--- config.mk ---
export PLATFORM = sky130hd
export DESIGN_NAME = alu4_top
export DESIGN_NICKNAME = d
export VERILOG_FILES = /design/src/rtl/alu4_pkg.sv /design/src/rtl/alu4_addsub.sv /design/src/rtl/alu4_shift.sv /design/src/rtl/alu4_top.sv
export SDC_FILE = /design/constraint.sdc
export NUM_CORES = 1
export LEC_CHECK = 0
export BUFFER_PORTS_ARGS = -buffer_cell sky130_fd_sc_hd__buf_2
export CORE_MARGIN = 2
export CORE_UTILIZATION = 59
export DETAILED_ROUTE_END_ITERATION = 7
export MAX_ROUTING_LAYER = met4
export PLACE_DENSITY = 0.94
export SLEW_MARGIN = 20
export SYNTH_ARGS = -nofsm -noshare
export SYNTH_HDL_FRONTEND = slang
export SYNTH_SLANG_ARGS = --single-unit
--- constraint.sdc ---
create_clock -name vclk -period 4.25
set_clock_uncertainty 0.2 [all_clocks]
set_input_delay 0.425 -clock vclk [all_inputs]
set_output_delay 0.425 -clock vclk [all_outputs]
set_load 0.02 [all_outputs]
--- src/rtl/alu4_pkg.sv ---
`timescale 1ns/1ps
package alu4_pkg;
  localparam int OPW = 4;

  localparam logic [OPW-1:0] OP_INV = 4'b0000;
  localparam logic [OPW-1:0] OP_ASL = 4'b0001;
  localparam logic [OPW-1:0] OP_LSL = 4'b0010;
  localparam logic [OPW-1:0] OP_ASR = 4'b0011;
  localparam logic [OPW-1:0] OP_LSR = 4'b0100;
  localparam logic [OPW-1:0] OP_SUB = 4'b0101;
  localparam logic [OPW-1:0] OP_ADC = 4'b0110;
  localparam logic [OPW-1:0] OP_ADD = 4'b0111;

  typedef enum logic [1:0] {
    SH_LEFT_LOG   = 2'd0,
    SH_LEFT_ARI   = 2'd1,
    SH_RIGHT_LOG  = 2'd2,
    SH_RIGHT_ARI  = 2'd3
  } shift_kind_e;
endpackage

--- src/rtl/alu4_addsub.sv ---
`timescale 1ns/1ps
module alu4_addsub #(
  parameter int W = 4
) (
  input  logic [W-1:0] a,
  input  logic [W-1:0] b,
  input  logic         cin,
  input  logic         do_sub,
  input  logic         use_cin,
  output logic [W-1:0] sum,
  output logic         carry,
  output logic         ovf
);
  logic [W-1:0] b_eff;
  logic [W:0]   c;

  assign b_eff = do_sub ? ~b : b;
  assign c[0]  = do_sub | (use_cin & cin);

  for (genvar i = 0; i < W; i++) begin : g_fa
    logic p;
    assign p      = a[i] ^ b_eff[i];
    assign sum[i] = p ^ c[i];
    assign c[i+1] = (a[i] & b_eff[i]) | (p & c[i]);
  end

  assign carry = c[W];
  // signed overflow: carry into the sign bit differs from carry out of it
  assign ovf   = c[W] ^ c[W-1];
endmodule

--- src/rtl/alu4_shift.sv ---
`timescale 1ns/1ps
module alu4_shift
  import alu4_pkg::*;
#(
  parameter int W = 4
) (
  input  logic [W-1:0] a,
  input  logic [W-1:0] amt,
  input  shift_kind_e  kind,
  output logic [W-1:0] res,
  output logic         last_out,
  output logic         ovf
);
  localparam int MAXSTEP = W + 1;

  typedef struct packed {
    logic [W-1:0] v;
    logic         co;
    logic         ov;
  } sh_t;

  // One-place-at-a-time shift; steps beyond W+1 repeat step W+1 exactly.
  function automatic sh_t do_shift(input logic [W-1:0] x,
                                   input logic [W-1:0] n,
                                   input shift_kind_e  k);
    sh_t          r;
    logic [W-1:0] cur;
    logic         drop;
    logic         sgn;
    int           steps;
    cur   = x;
    sgn   = x[W-1];
    drop  = 1'b0;
    r     = '0;
    steps = (32'(n) > 32'(W)) ? MAXSTEP : int'(32'(n));
    for (int s = 1; s <= MAXSTEP; s++) begin
      if (s <= steps) begin
        case (k)
          SH_LEFT_LOG, SH_LEFT_ARI: begin
            drop = cur[W-1];
            cur  = {cur[W-2:0], 1'b0};
          end
          SH_RIGHT_LOG: begin
            drop = cur[0];
            cur  = {1'b0, cur[W-1:1]};
          end
          default: begin
            drop = cur[0];
            cur  = {cur[W-1], cur[W-1:1]};
          end
        endcase
        r.co = drop;
        if (drop != sgn) r.ov = 1'b1;
      end
    end
    if (cur[W-1] != sgn) r.ov = 1'b1;
    if (k != SH_LEFT_ARI) r.ov = 1'b0;
    r.v = cur;
    return r;
  endfunction

  sh_t out_s;
  assign out_s    = do_shift(a, amt, kind);
  assign res      = out_s.v;
  assign last_out = out_s.co;
  assign ovf      = out_s.ov;
endmodule

--- src/rtl/alu4_top.sv ---
`timescale 1ns/1ps
module alu4_top
  import alu4_pkg::*;
#(
  parameter int W = 4
) (
  input  logic [W-1:0]   a,
  input  logic [W-1:0]   b,
  input  logic [OPW-1:0] op,
  input  logic           cin,
  output logic [W-1:0]   res,
  output logic           cout,
  output logic           ovf,
  output logic           zero
);
  // named internal events, visible to the bound checker
  logic         sel_sub;
  logic         sel_cin;
  logic         sel_arith;
  logic         sel_shift;
  shift_kind_e  sh_kind;
  logic [W-1:0] add_sum;
  logic         add_co;
  logic         add_ov;
  logic [W-1:0] sh_res;
  logic         sh_co;
  logic         sh_ov;

  always_comb begin
    sel_sub   = (op == OP_SUB);
    sel_cin   = (op == OP_ADC);
    sel_arith = (op == OP_ADD) || (op == OP_ADC) || (op == OP_SUB);
    sel_shift = (op == OP_ASL) || (op == OP_LSL) || (op == OP_ASR) || (op == OP_LSR);
    case (op)
      OP_ASL:  sh_kind = SH_LEFT_ARI;
      OP_ASR:  sh_kind = SH_RIGHT_ARI;
      OP_LSR:  sh_kind = SH_RIGHT_LOG;
      default: sh_kind = SH_LEFT_LOG;
    endcase
  end

  alu4_addsub #(.W(W)) u_addsub (
    .a       (a),
    .b       (b),
    .cin     (cin),
    .do_sub  (sel_sub),
    .use_cin (sel_cin),
    .sum     (add_sum),
    .carry   (add_co),
    .ovf     (add_ov)
  );

  alu4_shift #(.W(W)) u_shift (
    .a        (a),
    .amt      (b),
    .kind     (sh_kind),
    .res      (sh_res),
    .last_out (sh_co),
    .ovf      (sh_ov)
  );

  always_comb begin
    res  = '0;
    cout = 1'b0;
    ovf  = 1'b0;
    if (sel_arith) begin
      res  = add_sum;
      cout = add_co;
      ovf  = add_ov;
    end else if (sel_shift) begin
      res  = sh_res;
      cout = sh_co;
      ovf  = sh_ov;
    end else if (op == OP_INV) begin
      res  = ~a;
    end
  end

  assign zero = ~|res;
endmodule

# Word level (Yosys, flattened, before mapping)
# Cells that the tools add are included.
# Widths: inputs -> output; s select.
# classes
div	0
n_mul	0
magnitude_cmp	6
bitwise	25
addsub	0
n_mux	42
eq_ne	16
shifts	0
reduce_logical	10
# ops
cell	count
$le 3x32->1 const A	2
$le 4x32->1 const A	2
$mux 4	10
$pmux 4 s2	5
$le 2x32->1 const A	1
$mux 1	21
$eq 4x3->1 const B	4
$mux 2	5
$and 1x1->1	9
$xor 1x1->1	9
$eq 4x2->1 const B	2
$not 4->4	2
$ne 1x1->1	6
$pmux 2 s3	1
$logic_or 1x1->1	5
$or 1x1->1	5
$eq 4x1->1 const B	1
$gt 4x3->1 const B	1
$logic_not 4->1	1
$reduce_or 4->1	1
$eq 2x1->1 const B	1
$eq 2x2->1 const B	1
$logic_not 2->1	1
$ne 2x1->1 const B	1
other kinds (2)	2
# totals
rom_bits	0
latchBits	0
register_bits	0
n_memories	0
mem_bits_rw	0

# Depth between registers and ports, before layout
# Gate-level depths: netlist of run 1.
# depth
word_depth	21
depth_mapped	13
depth_no_buf	13

# Cells and area by module
# From an unflattened synthesis of run 1, not the netlist that was laid out.
# hier_totals
hier_cells	148
area_unflattened_um2	1096.1
# by_module_without_submodules
module	cells_each	n_inst	area_each_um2	seq_area_each_um2
alu4_shift	90	1	633.1	0.0
alu4_top	40	1	289.0	0.0
alu4_addsub	18	1	173.9	0.0

# Worst setup path before layout of run 1
# No wires, ideal clock.
# synth_timing
path_kind	input -> output
from	input op[2]
to	output zero
required_ps	3625
n_path_buf	1
arrival_time_ps	3659
path_slack_ps	-34
path_stages	12
cell_sequence	buf_4 nand2b_1 nor2_1 xor2_1 fa_1 inv_1 fa_1 fa_1 fa_1 mux2_2 o2bb2ai_1 nor4_1
# synth_via
elab_chain_cells	18
elab_cells_between_ends	53
classes_between	eq/ne: 9; mux: 15; bitwise: 19; reduce/logical: 10
# synth_rtl
element	line	rtl
start: declaration	alu4_top.sv:9	input logic [OPW-1:0] op,
$eq 4x3->1 (tied with other cells)	alu4_top.sv:33, alu4_top.sv:34	
$pmux 2 s3	alu4_top.sv:34	case (op)
$eq 2x1->1 or $logic_not 2->1 (tied branches)	alu4_shift.sv:38	case (k)
$reduce_or 2->1	alu4_shift.sv:38	
$pmux 4 s2	alu4_shift.sv:38	
$mux 4	alu4_shift.sv:37	if (s <= steps) begin
$pmux 4 s2	alu4_shift.sv:38	
$mux 4	alu4_shift.sv:37	
(+3 left out)	-	
$mux 4	alu4_shift.sv:37	
$pmux 4 s2	alu4_shift.sv:38	
$mux 4	alu4_shift.sv:37	
$mux 4	alu4_top.sv:70	end else if (sel_shift) begin
$mux 4 (*)	alu4_top.sv:66	if (sel_arith) begin
named net res[3]	alu4_top.sv:11	output logic [W-1:0] res,
$reduce_or 4->1 (*)	alu4_top.sv:79	assign zero = ~|res;
$logic_not 1->1 (*)	alu4_top.sv:79	
end: declaration	alu4_top.sv:14	output logic zero
# The timed path passes the listed nets; every way through them passes the cells marked *.

# Worst setup path in the final report of run 1
# layout_timing
from	input op[3]
to	output ovf
# layout_via
elab_chain_cells	21
elab_cells_between_ends	78
classes_between	eq/ne: 16; mux: 36; bitwise: 19; reduce/logical: 7
# layout_rtl
element	line	rtl
$eq 4x3->1 (tied with other cells)	alu4_top.sv:33, alu4_top.sv:34	
$pmux 2 s3	alu4_top.sv:34	
$eq 2x1->1 or $logic_not 2->1 (tied branches)	alu4_shift.sv:38	
$reduce_or 2->1	alu4_shift.sv:38	
$pmux 4 s2 or $mux 1 (tied branches)	alu4_shift.sv:38	
$mux 4 or $mux 1 (tied branches)	alu4_shift.sv:37	
$pmux 4 s2 (tied with other cells)	alu4_shift.sv:38	
$mux 4 (tied with other cells)	alu4_shift.sv:37	
(+5 left out)	-	
$mux 1, on equally long branches	alu4_shift.sv:37, alu4_shift.sv:53	
$ne 1x1->1 or $mux 2 (tied branches)	alu4_shift.sv:53, alu4_shift.sv:37	
$mux 1	alu4_shift.sv:53	if (drop != sgn) r.ov = 1'b1;
$mux 2	alu4_shift.sv:37	
$mux 1	alu4_shift.sv:56	if (cur[W-1] != sgn) r.ov = 1'b1;
$mux 1	alu4_shift.sv:57	if (k != SH_LEFT_ARI) r.ov = 1'b0;
$mux 1	alu4_top.sv:70	
$mux 1 (*)	alu4_top.sv:66	
end: declaration	alu4_top.sv:13	output logic ovf,
# Mark *: on every way between the ends. The rest lies on a longest branch, timed or not. The select of a mux whose other input is x is not followed.

==> results.yml, run 1 <==
status:
  status: "completed"
critical_path:
  critical_path_peak_fanout: 9
  cpPeakStageDelay_ps: 450
  worst-setup-path-type: "input port to output pin"
  crit_required_ps: 3620
  path_cells: "buf_2 -> nand2b_2 -> nor2_2 -> xor2_2 -> fa_1 -> inv_1 -> fa_1 -> fa_1 -> fa_1 -> xnor2_1 -> nor3_2 -> a211oi_1 -> a31oi_1 -> buf_2"
  cpMostUsedCell: "fa_1"
  cp-end-kind: "output pin"
  start_kind: "input port"
  slowest_stage: "fa_1"
  crit_arrival_ps: 3440
grt:
  grt_max_degree: 16
  grt_use_total: 0.280
  grt-ovfl-total: 0
  antenna_found_initial: 0
  first_global_vias: 940
  grt_pass1_wl_mm: 4.08
sta:
  period_share: 0.957
  finalSetupTns_ps: 0
  drv_slew: 0
  worst_pin_slew_ps: 513
  min_period_ps: 4070
  setup_violations: 0
  finalHoldViolations: 0
  max_freq_mhz: 246
  timing.hold.ws_ps: 1150
  relSlewSlack: 0.657
  rsz0062_at_grt: "no"
cts:
  cts_setup_buffers: 0
  post_cts_resized: 0
  cts_hold_buf: 0
synthesis:
  synthTopCellsByArea: "fa_1 8.7%, mux2i_1 7.6%, nand2_1 6.5%"
  syn_avg_cell_area_um2: 6.75
  syn-instance-count: 136
  yosysSeqAreaShare: 0
  yosys.area.top_type: "fa_1"
  synthesis.area_um2: 918
  synth_nets: 153
  ys_types: 47
  yosysWarningCount: 0
  netlist.area_leader.share: 0.0872
finish:
  fillers: 132
  seqCellArea_um2: 0
  drive_above_1_share: 0.236
  nFlopsAndLatches: 0
  final_core_util: 0.689
  clockBufferCount: 0
  syn2layout_area_growth_pct: 11.7
  multi_input_area_um2: 872
  design_area_mm2: 0.00103
  diodes: 0
  nets: 167
route:
  vias_per_cell: 6.77
  wl_mm: 2.64
  vias: 1110
  dr.pass1.iters: 4
  ant_nets: 0
  drt_iter0_drc: 39
  wl_per_cell_um: 16.1
  drcViolationCount: 0
floorplanning:
  core_area_mm2: 0.00149
  start_util: 0.617
  die_w_um: 43.5
  die_h_um: 43.5
  die_area_mm2: 0.00189
  num_io_pins: 20
  placementRows: 14
pwr:
  p_sw_frac: 0.609
  clockPowerShare: 0
  p_per_area_mw_per_mm2: 122
  switching_power_uw: 76.5
  power.leakage_uw: 0.000436
  p_seq_frac: 0
  ir_drop_v: 0.0000595
  totalPowerFinal_uw: 125
  combPwrFrac: 1.000
  cell_internal_pwr_uw: 49.0
placed_design:
  dpl.hpwl_mm: 2.05
  postPlaceCellArea_mm2: 0.00101
  place_congestion: 0.984
  portBuffers: 20
flow_run:
  maxCapViolations: 0
min_path:
  min_path_type: "input port to output pin"
cells in the mapped netlist, drive strengths merged, types with 3 or more instances:
cell and count:
or3 3, nor2 12, a211oi 4, fa 4, mux2i 7, nand2 16
inv 6, a21oi 6, nor3 5, nand4 4, nand3 7, clkbuf 5
a31oi 5, buf 4, xnor2 6, o21ai 9
per-layer routing:
layer	wire, um	global-route usage	share of wire	vias to the layer above
li1	-	-	-	529
met1	1160	0.401	0.44	525
met2	1280	0.454	0.48	52
met3	183	0.00417	0.069	4
met4	26	0.0424	0.0098	0
met5	0	-	0	-
area by class of cell:
type / instances / area share
Inverter: 7 / 0.0256
Multi-Input combinational cell: 120 / 0.850
Tap cell: 16 / 0.0195
Timing Repair Buffer: 21 / 0.105
worst max-delay path, delay by kind of cell:
family | cells | cell delay (ps)
adders and majority gates | 4 | 1450
and+or+nand+nor | 3 | 510
xor gates and xnor gates | 2 | 410
buffers and inverters | 3 | 370
AOI/OAI and AO/OA | 2 | 280
worst paths after layout:
check / start / to / slack (ps) / cells past startpoint
max: op[3] / ovf / 180 / 14
min: op[3] / res[0] / 1150 / 5
cells in the final DEF (no fill, tap or decap), types with 2 or more instances in the layout:
cell type,n
inv_1,6
o21ai_0,8
or3_1,3
a31oi_1,5
nor3_1,3
xnor2_1,6
o2bb2ai_1,2
a21o_1,2
fa_1,4
buf_2,20
nand2_1,16
nor2_1,10
nand4_1,4
and3_1,2
a22oi_1,2
a211oi_1,4
a21oi_1,6
nand3_1,6
mux2i_1,7
a311oi_1,2
cells by family (layout without fill, tap and decap cells):
logic type | count (synthesis) | in the layout | share of synthesized area
muxes | 9 | 9 | 0.105
and+or+nand+nor | 62 | 62 | 0.394
xor gates and xnor gates | 7 | 7 | 0.0668
AOI/OAI and AO/OA | 38 | 38 | 0.271
buffers and inverters | 16 | 28 | 0.0763
adders and majority gates | 4 | 4 | 0.0872
stage by stage:
step	setup WS, ps	instances
2_1_floorplan	156	136
3_3_place_gp	274	164
3_5_place_dp	136	164
4_1_cts	124	164
5_1_grt	17.1	164
6_report	184	164
power by group through the flow:
stage	clock, uW	sequential [uW]	combinational (uW)
after floorplan	0	0	88.7
after global placement	0	0	118
after detailed placement	0	0	121
after CTS	0	0	122
after global routing	0	0	136
final	0	0	125
(Power assumes the default switching activity.)
==> inputs of run 2 (changes only) <==
--- a/config.mk
+++ b/config.mk
@@ -6,12 +6,15 @@
 export NUM_CORES = 1
 export LEC_CHECK = 0
 export BUFFER_PORTS_ARGS = -buffer_cell sky130_fd_sc_hd__buf_2
+export CELL_PAD_IN_SITES_DETAIL_PLACEMENT = 1
+export CELL_PAD_IN_SITES_GLOBAL_PLACEMENT = 1
 export CORE_MARGIN = 2
-export CORE_UTILIZATION = 59
+export CORE_UTILIZATION = 43
 export DETAILED_ROUTE_END_ITERATION = 7
 export MAX_ROUTING_LAYER = met4
-export PLACE_DENSITY = 0.94
+export PLACE_DENSITY = 0.92
 export SLEW_MARGIN = 20
 export SYNTH_ARGS = -nofsm -noshare
 export SYNTH_HDL_FRONTEND = slang
+export SYNTH_HIERARCHICAL = 1
 export SYNTH_SLANG_ARGS = --single-unit
==> run 2 against run 1 <==
Area after synthesis grew 19%. Critical path depth fell by 2. Critical path type unchanged. Combinational power up 17%. Sequential cell count unchanged. Critical endpoint is now zero. Non-clock buffer count is 5 higher. Count of clock-buffer cells in the layout stayed put. Worst hold slack worse by 100 ps. Largest power group unchanged.
==> results.yml, run 2 <==
floorplanning:
  die_area_mm2: 0.00297
  start_util: 0.446
  core_area_mm2: 0.00245
  placementRows: 18
  die_h_um: 54.5
  die_w_um: 54.5
  num_io_pins: 20
synthesis:
  syn-instance-count: 148
  synth_commonest_cells: "18 x nor2_1, 11 x nand2_1, 9 x inv_1"
  yosys.area.top_type: "fa_1"
  synthesis.area_mm2: 0.00110
  netlist.area_leader.share: 0.0731
  synthTopCellsByArea: "fa_1 7.3%, nor2_1 6.2%, a2111oi_4 5.0%"
  syn_avg_cell_area_um2: 7.41
  yosysSeqAreaShare: 0
  synth_nets: 165
  post-synth-top-count-cell: "nor2_1"
  ys_types: 51
  yosysWarningCount: 6
finish:
  seqCellArea_um2: 0
  design_area_mm2: 0.00118
  nets: 178
  final_core_util: 0.482
  fillers: 327
  diodes: 0
  final_cells: 189
  nFlopsAndLatches: 0
  drive_above_1_share: 0.270
  clockBufferCount: 0
  mostFrequentLayoutCells: "20 x buf_2, 18 x nor2_1, 11 x nand2_1, 9 x inv_1"
  syn2layout_area_growth_pct: 7.99
  layout_commonest_cell: "buf_2"
grt:
  grt-ovfl-total: 0
  grt_use_total: 0.241
  grt_pass1_wl_mm: 5.20
  first_global_vias: 1133
  antenna_found_initial: 0
  grt_max_degree: 25
critical_path:
  crit_required_ps: 3620
  critical_path_peak_fanout: 11
  crit_arrival_ps: 3440
  start_kind: "input port"
  endpoint: "zero"
  cpMostUsedCell: "fa_1"
  worst-setup-path-type: "input port to output pin"
  slowest_stage: "fa_1"
  worstSetupStartpoint: "op[3]"
  cpPeakStageDelay_ps: 420
  cp-end-kind: "output pin"
  path_cells: "buf_2 -> and4bb_2 -> xnor2_1 -> fa_1 -> fa_1 -> fa_2 -> inv_1 -> fa_1 -> mux2_4 -> o21ai_2 -> a41o_1 -> buf_2"
sta:
  rsz0062_at_grt: "no"
  finalSetupTns_ps: 0
  worst_pin_slew_ps: 819
  max_freq_mhz: 246
  period_share: 0.956
  min_period_ps: 4060
  setup_violations: 0
  relSlewSlack: 0.452
  drv_slew: 0
  finalHoldViolations: 0
placed_design:
  place_congestion: 0.841
  dp.cells: 189
  postPlaceCellArea_mm2: 0.00118
  portBuffers: 20
  dpl.hpwl_mm: 2.48
route:
  drcViolationCount: 0
  wl_mm: 3.22
  vias_per_cell: 6.13
  vias: 1158
  ant_nets: 0
  wl_per_cell_um: 17.0
  drt_iter0_drc: 6
  dr.pass1.iters: 4
pwr:
  power.leakage_uw: 0.000490
  p_per_area_mw_per_mm2: 123
  ir_drop_v: 0.0000636
flow_run:
  maxCapViolations: 0
cts:
  cts_setup_buffers: 0
min_path:
  min_path_type: "input port to output pin"
status:
  status: "completed"
-- run 2: cell count changes in the layout (fill, tap and decap cells not counted), moves of 4 or more --
| cell | before | now |
|---|---|---|
| nand4_1 | 4 | 0 |
| nor2_1 | 10 | 18 |
| o211ai_1 | 1 | 7 |
| nand2b_1 | 1 | 5 |
| nand2_1 | 16 | 11 |
| a211oi_1 | 4 | 0 |
| buf_4 | 1 | 6 |
-- run 2: worst min path at each step --
stage,from,slack (ps),cells after the start,end
2_1_floorplan,a[2],880,3,res[2]
3_3_place_gp,op[3],1020,3,res[2]
3_5_place_dp,op[3],1040,3,res[3]
4_1_cts,op[3],1040,3,res[3]
5_1_grt,op[3],1070,3,res[3]
6_report,op[3],1050,3,cout
-- run 2: what timing repair did --
action                     4_1_cts  5_1_grt
setup endpoints to repair        0        1
hold buffers                     0        0
gates resized for setup          0        2
-- run 2: critical path: cells and delay by family --
kind,cells,cell delay [ps]
compound gates,2,300
xor+xnor,1,150
fa+ha+maj,4,1590
buf+inv,3,420
mux,1,270
simple gates,1,290
-- run 2: final cells by class --
class	count	area (um2)	share of cell area
Tap cell	30	37.5	0.0317
Multi-Input combinational cell	123	963	0.814
Inverter	10	37.5	0.0317
Timing Repair Buffer	26	145	0.123
-- run 2: routing by layer --
layer | global-route usage | share of wire | routed length [um] | vias up
met5 | - | 0 | 0 | -
met4 | 0.0542 | 0.022 | 72 | 0
met3 | 0.00546 | 0.018 | 57 | 7
met2 | 0.430 | 0.50 | 1620 | 20
met1 | 0.303 | 0.46 | 1470 | 574
li1 | - | - | - | 557
-- run 2: kinds of logic after synthesis --
family                   after synthesis  share of synthesized area
XOR/XNOR                               7                     0.0628
AND/OR/NAND/NOR                       55                      0.276
adder cells (fa/ha/maj)                4                     0.0731
multiplexers                          12                      0.146
AO/OA/AOI/OAI                         45                      0.319
buffers and inverters                 25                      0.123
-- run 2: metrics by stage --
| step | hold WS, ps | setup WS (ps) | power [uW] |
|---|---|---|---|
| 5_1_grt | 1070 | 42.9 | 162 |
| 3_3_place_gp | 1020 | 220 | 137 |
| 2_1_floorplan | 880 | 189 | 110 |
| 6_report | 1050 | 189 | 146 |
| 4_1_cts | 1040 | 121 | 146 |
| 3_5_place_dp | 1040 | 126 | 145 |
-- run 2: power breakdown --
group	switching (uW)	internal [uW]
Clock	0	0
Combinational	84.4	61.5
Sequential	0	0
Total	84.4	61.5
==> inputs of run 3 (changes only) <==
--- a/config.mk
+++ b/config.mk
@@ -12,7 +12,7 @@
 export CORE_UTILIZATION = 43
 export DETAILED_ROUTE_END_ITERATION = 7
 export MAX_ROUTING_LAYER = met4
-export PLACE_DENSITY = 0.92
+export PLACE_DENSITY = 0.86
 export SLEW_MARGIN = 20
 export SYNTH_ARGS = -nofsm -noshare
 export SYNTH_HDL_FRONTEND = slang
==> run 3 against run 2 <==
Sequential cell count is the same. Worst hold slack better by 0.80 ps. Highest routed layer is now met3. Power up 1.6%.
==> results.yml, run 3 (synthesis results as in run 2) <==
critical_path:
  cpPeakStageDelay_ps: 420
  crit_arrival_ps: 3520
  crit_required_ps: 3620
  worst-setup-path-type: "input port to output pin"
  cpMostUsedCell: "fa_1"
  cp-end-kind: "output pin"
  start_kind: "input port"
  crit_family: "adder cells"
  critical_path_peak_fanout: 11
  slowest_stage: "fa_1"
  path_cells: "buf_2 -> and4bb_2 -> xnor2_1 -> fa_1 -> fa_1 -> fa_2 -> inv_1 -> fa_1 -> mux2_4 -> o21ai_2 -> a41o_1 -> buf_2"
  cp_num_buf_inv: 3
  path_depth: 12
status:
  status: "completed"
sta:
  relSlewSlack: 0.461
  timing.hold.ws_ps: 1050
  finalHoldViolations: 0
  period_share: 0.976
  setup_violations: 0
  rsz0062_at_grt: "no"
  min_period_ps: 4150
  worst_pin_slew_ps: 805
  finalSetupTns_ps: 0
  max_freq_mhz: 241
  drv_slew: 0
min_path:
  min_path_type: "input port to output pin"
  min_from: "op[3]"
  holdPathEnd: "res[2]"
  hold_depth: 3
floorplanning:
  start_util: 0.446
  core_area_mm2: 0.00245
  die_area_mm2: 0.00297
  die_h_um: 54.5
  num_io_pins: 20
  die_w_um: 54.5
  placementRows: 18
pwr:
  ir_drop_v: 0.0000709
  power.leakage_uw: 0.000490
  switching_power_uw: 86.3
  combPwrFrac: 1.000
  totalPowerFinal_uw: 148
  p_seq_frac: 0
  p_per_area_mw_per_mm2: 125
  p_sw_frac: 0.582
  cell_internal_pwr_uw: 61.9
  clockPowerShare: 0
finish:
  mostFrequentLayoutCells: "20 x buf_2, 18 x nor2_1, 11 x nand2_1, 9 x inv_1"
  nets: 178
  final_core_util: 0.482
  diodes: 0
  clockBufferCount: 0
  seqCellArea_um2: 0
  layout_commonest_cell: "buf_2"
  syn2layout_area_growth_pct: 7.99
  drive_above_1_share: 0.270
  nFlopsAndLatches: 0
  fillers: 321
grt:
  grt_pass1_wl_mm: 5.01
  antenna_found_initial: 0
  first_global_vias: 1027
  grt_use_total: 0.235
  grt-ovfl-total: 0
  grt_max_degree: 25
route:
  wl_per_cell_um: 17.7
  vias_per_cell: 6.10
  dr.pass1.iters: 4
  drcViolationCount: 0
  wl_mm: 3.34
  vias: 1153
  drt_iter0_drc: 17
  ant_nets: 0
placed_design:
  dpl.hpwl_mm: 2.63
  place_congestion: 0.815
  portBuffers: 20
flow_run:
  maxCapViolations: 0
cts:
  cts_hold_buf: 0
run 3: cell counts in the layout (fill, tap and decap cells not counted):
No cell type changed its count.
run 3: how the worst max path moves through the flow:
stage,startpoint,endpoint,slack (ps)
2_1_floorplan,op[2],zero,190
5_1_grt,op[3],zero,7
3_3_place_gp,op[3],zero,220
4_1_cts,op[3],zero,40
6_report,op[3],zero,100
3_5_place_dp,op[3],zero,40
run 3: layout make-up:
| class | instances | area (um2) | area share |
|---|---|---|---|
| multi-input combinational | 123 | 963 | 0.814 |
| timing repair buffer | 26 | 145 | 0.123 |
| inverter | 10 | 37.5 | 0.0317 |
| tap | 30 | 37.5 | 0.0317 |
run 3: tightest hold or removal path: stages:
cell	delay, ps
buf_2	190
nor2_1	70
buf_2	150
run 3: power by group through the flow:
stage                     combinational, uW  sequential, uW  clock (uW)
after detailed placement                148               0           0
final                                   148               0           0
after CTS                               148               0           0
after floorplan                         110               0           0
after global placement                  138               0           0
after global routing                    162               0           0
run 3: timing repair:
item | CTS | global route
gates resized for setup | 0 | 2
setup endpoints to repair | 0 | 1
buffers inserted | 0 | 0
run 3: layer usage:
metal | wire length [um] | global-route usage | vias up | share of wire
met3 | 34 | 0 | 0 | 0.010
li1 | - | - | 560 | -
met5 | 0 | - | - | 0
met2 | 1870 | 0.448 | 12 | 0.56
met1 | 1440 | 0.295 | 581 | 0.43
met4 | 0 | 0 | 0 | 0
run 3: per-stage QoR:
stage	cells	cell area [um2]	worst slack, ps
2_1_floorplan	148	1100	189
3_3_place_gp	189	1180	216
3_5_place_dp	189	1180	42.0
4_1_cts	189	1180	35.7
5_1_grt	189	1180	7.13
6_report	189	1180	102
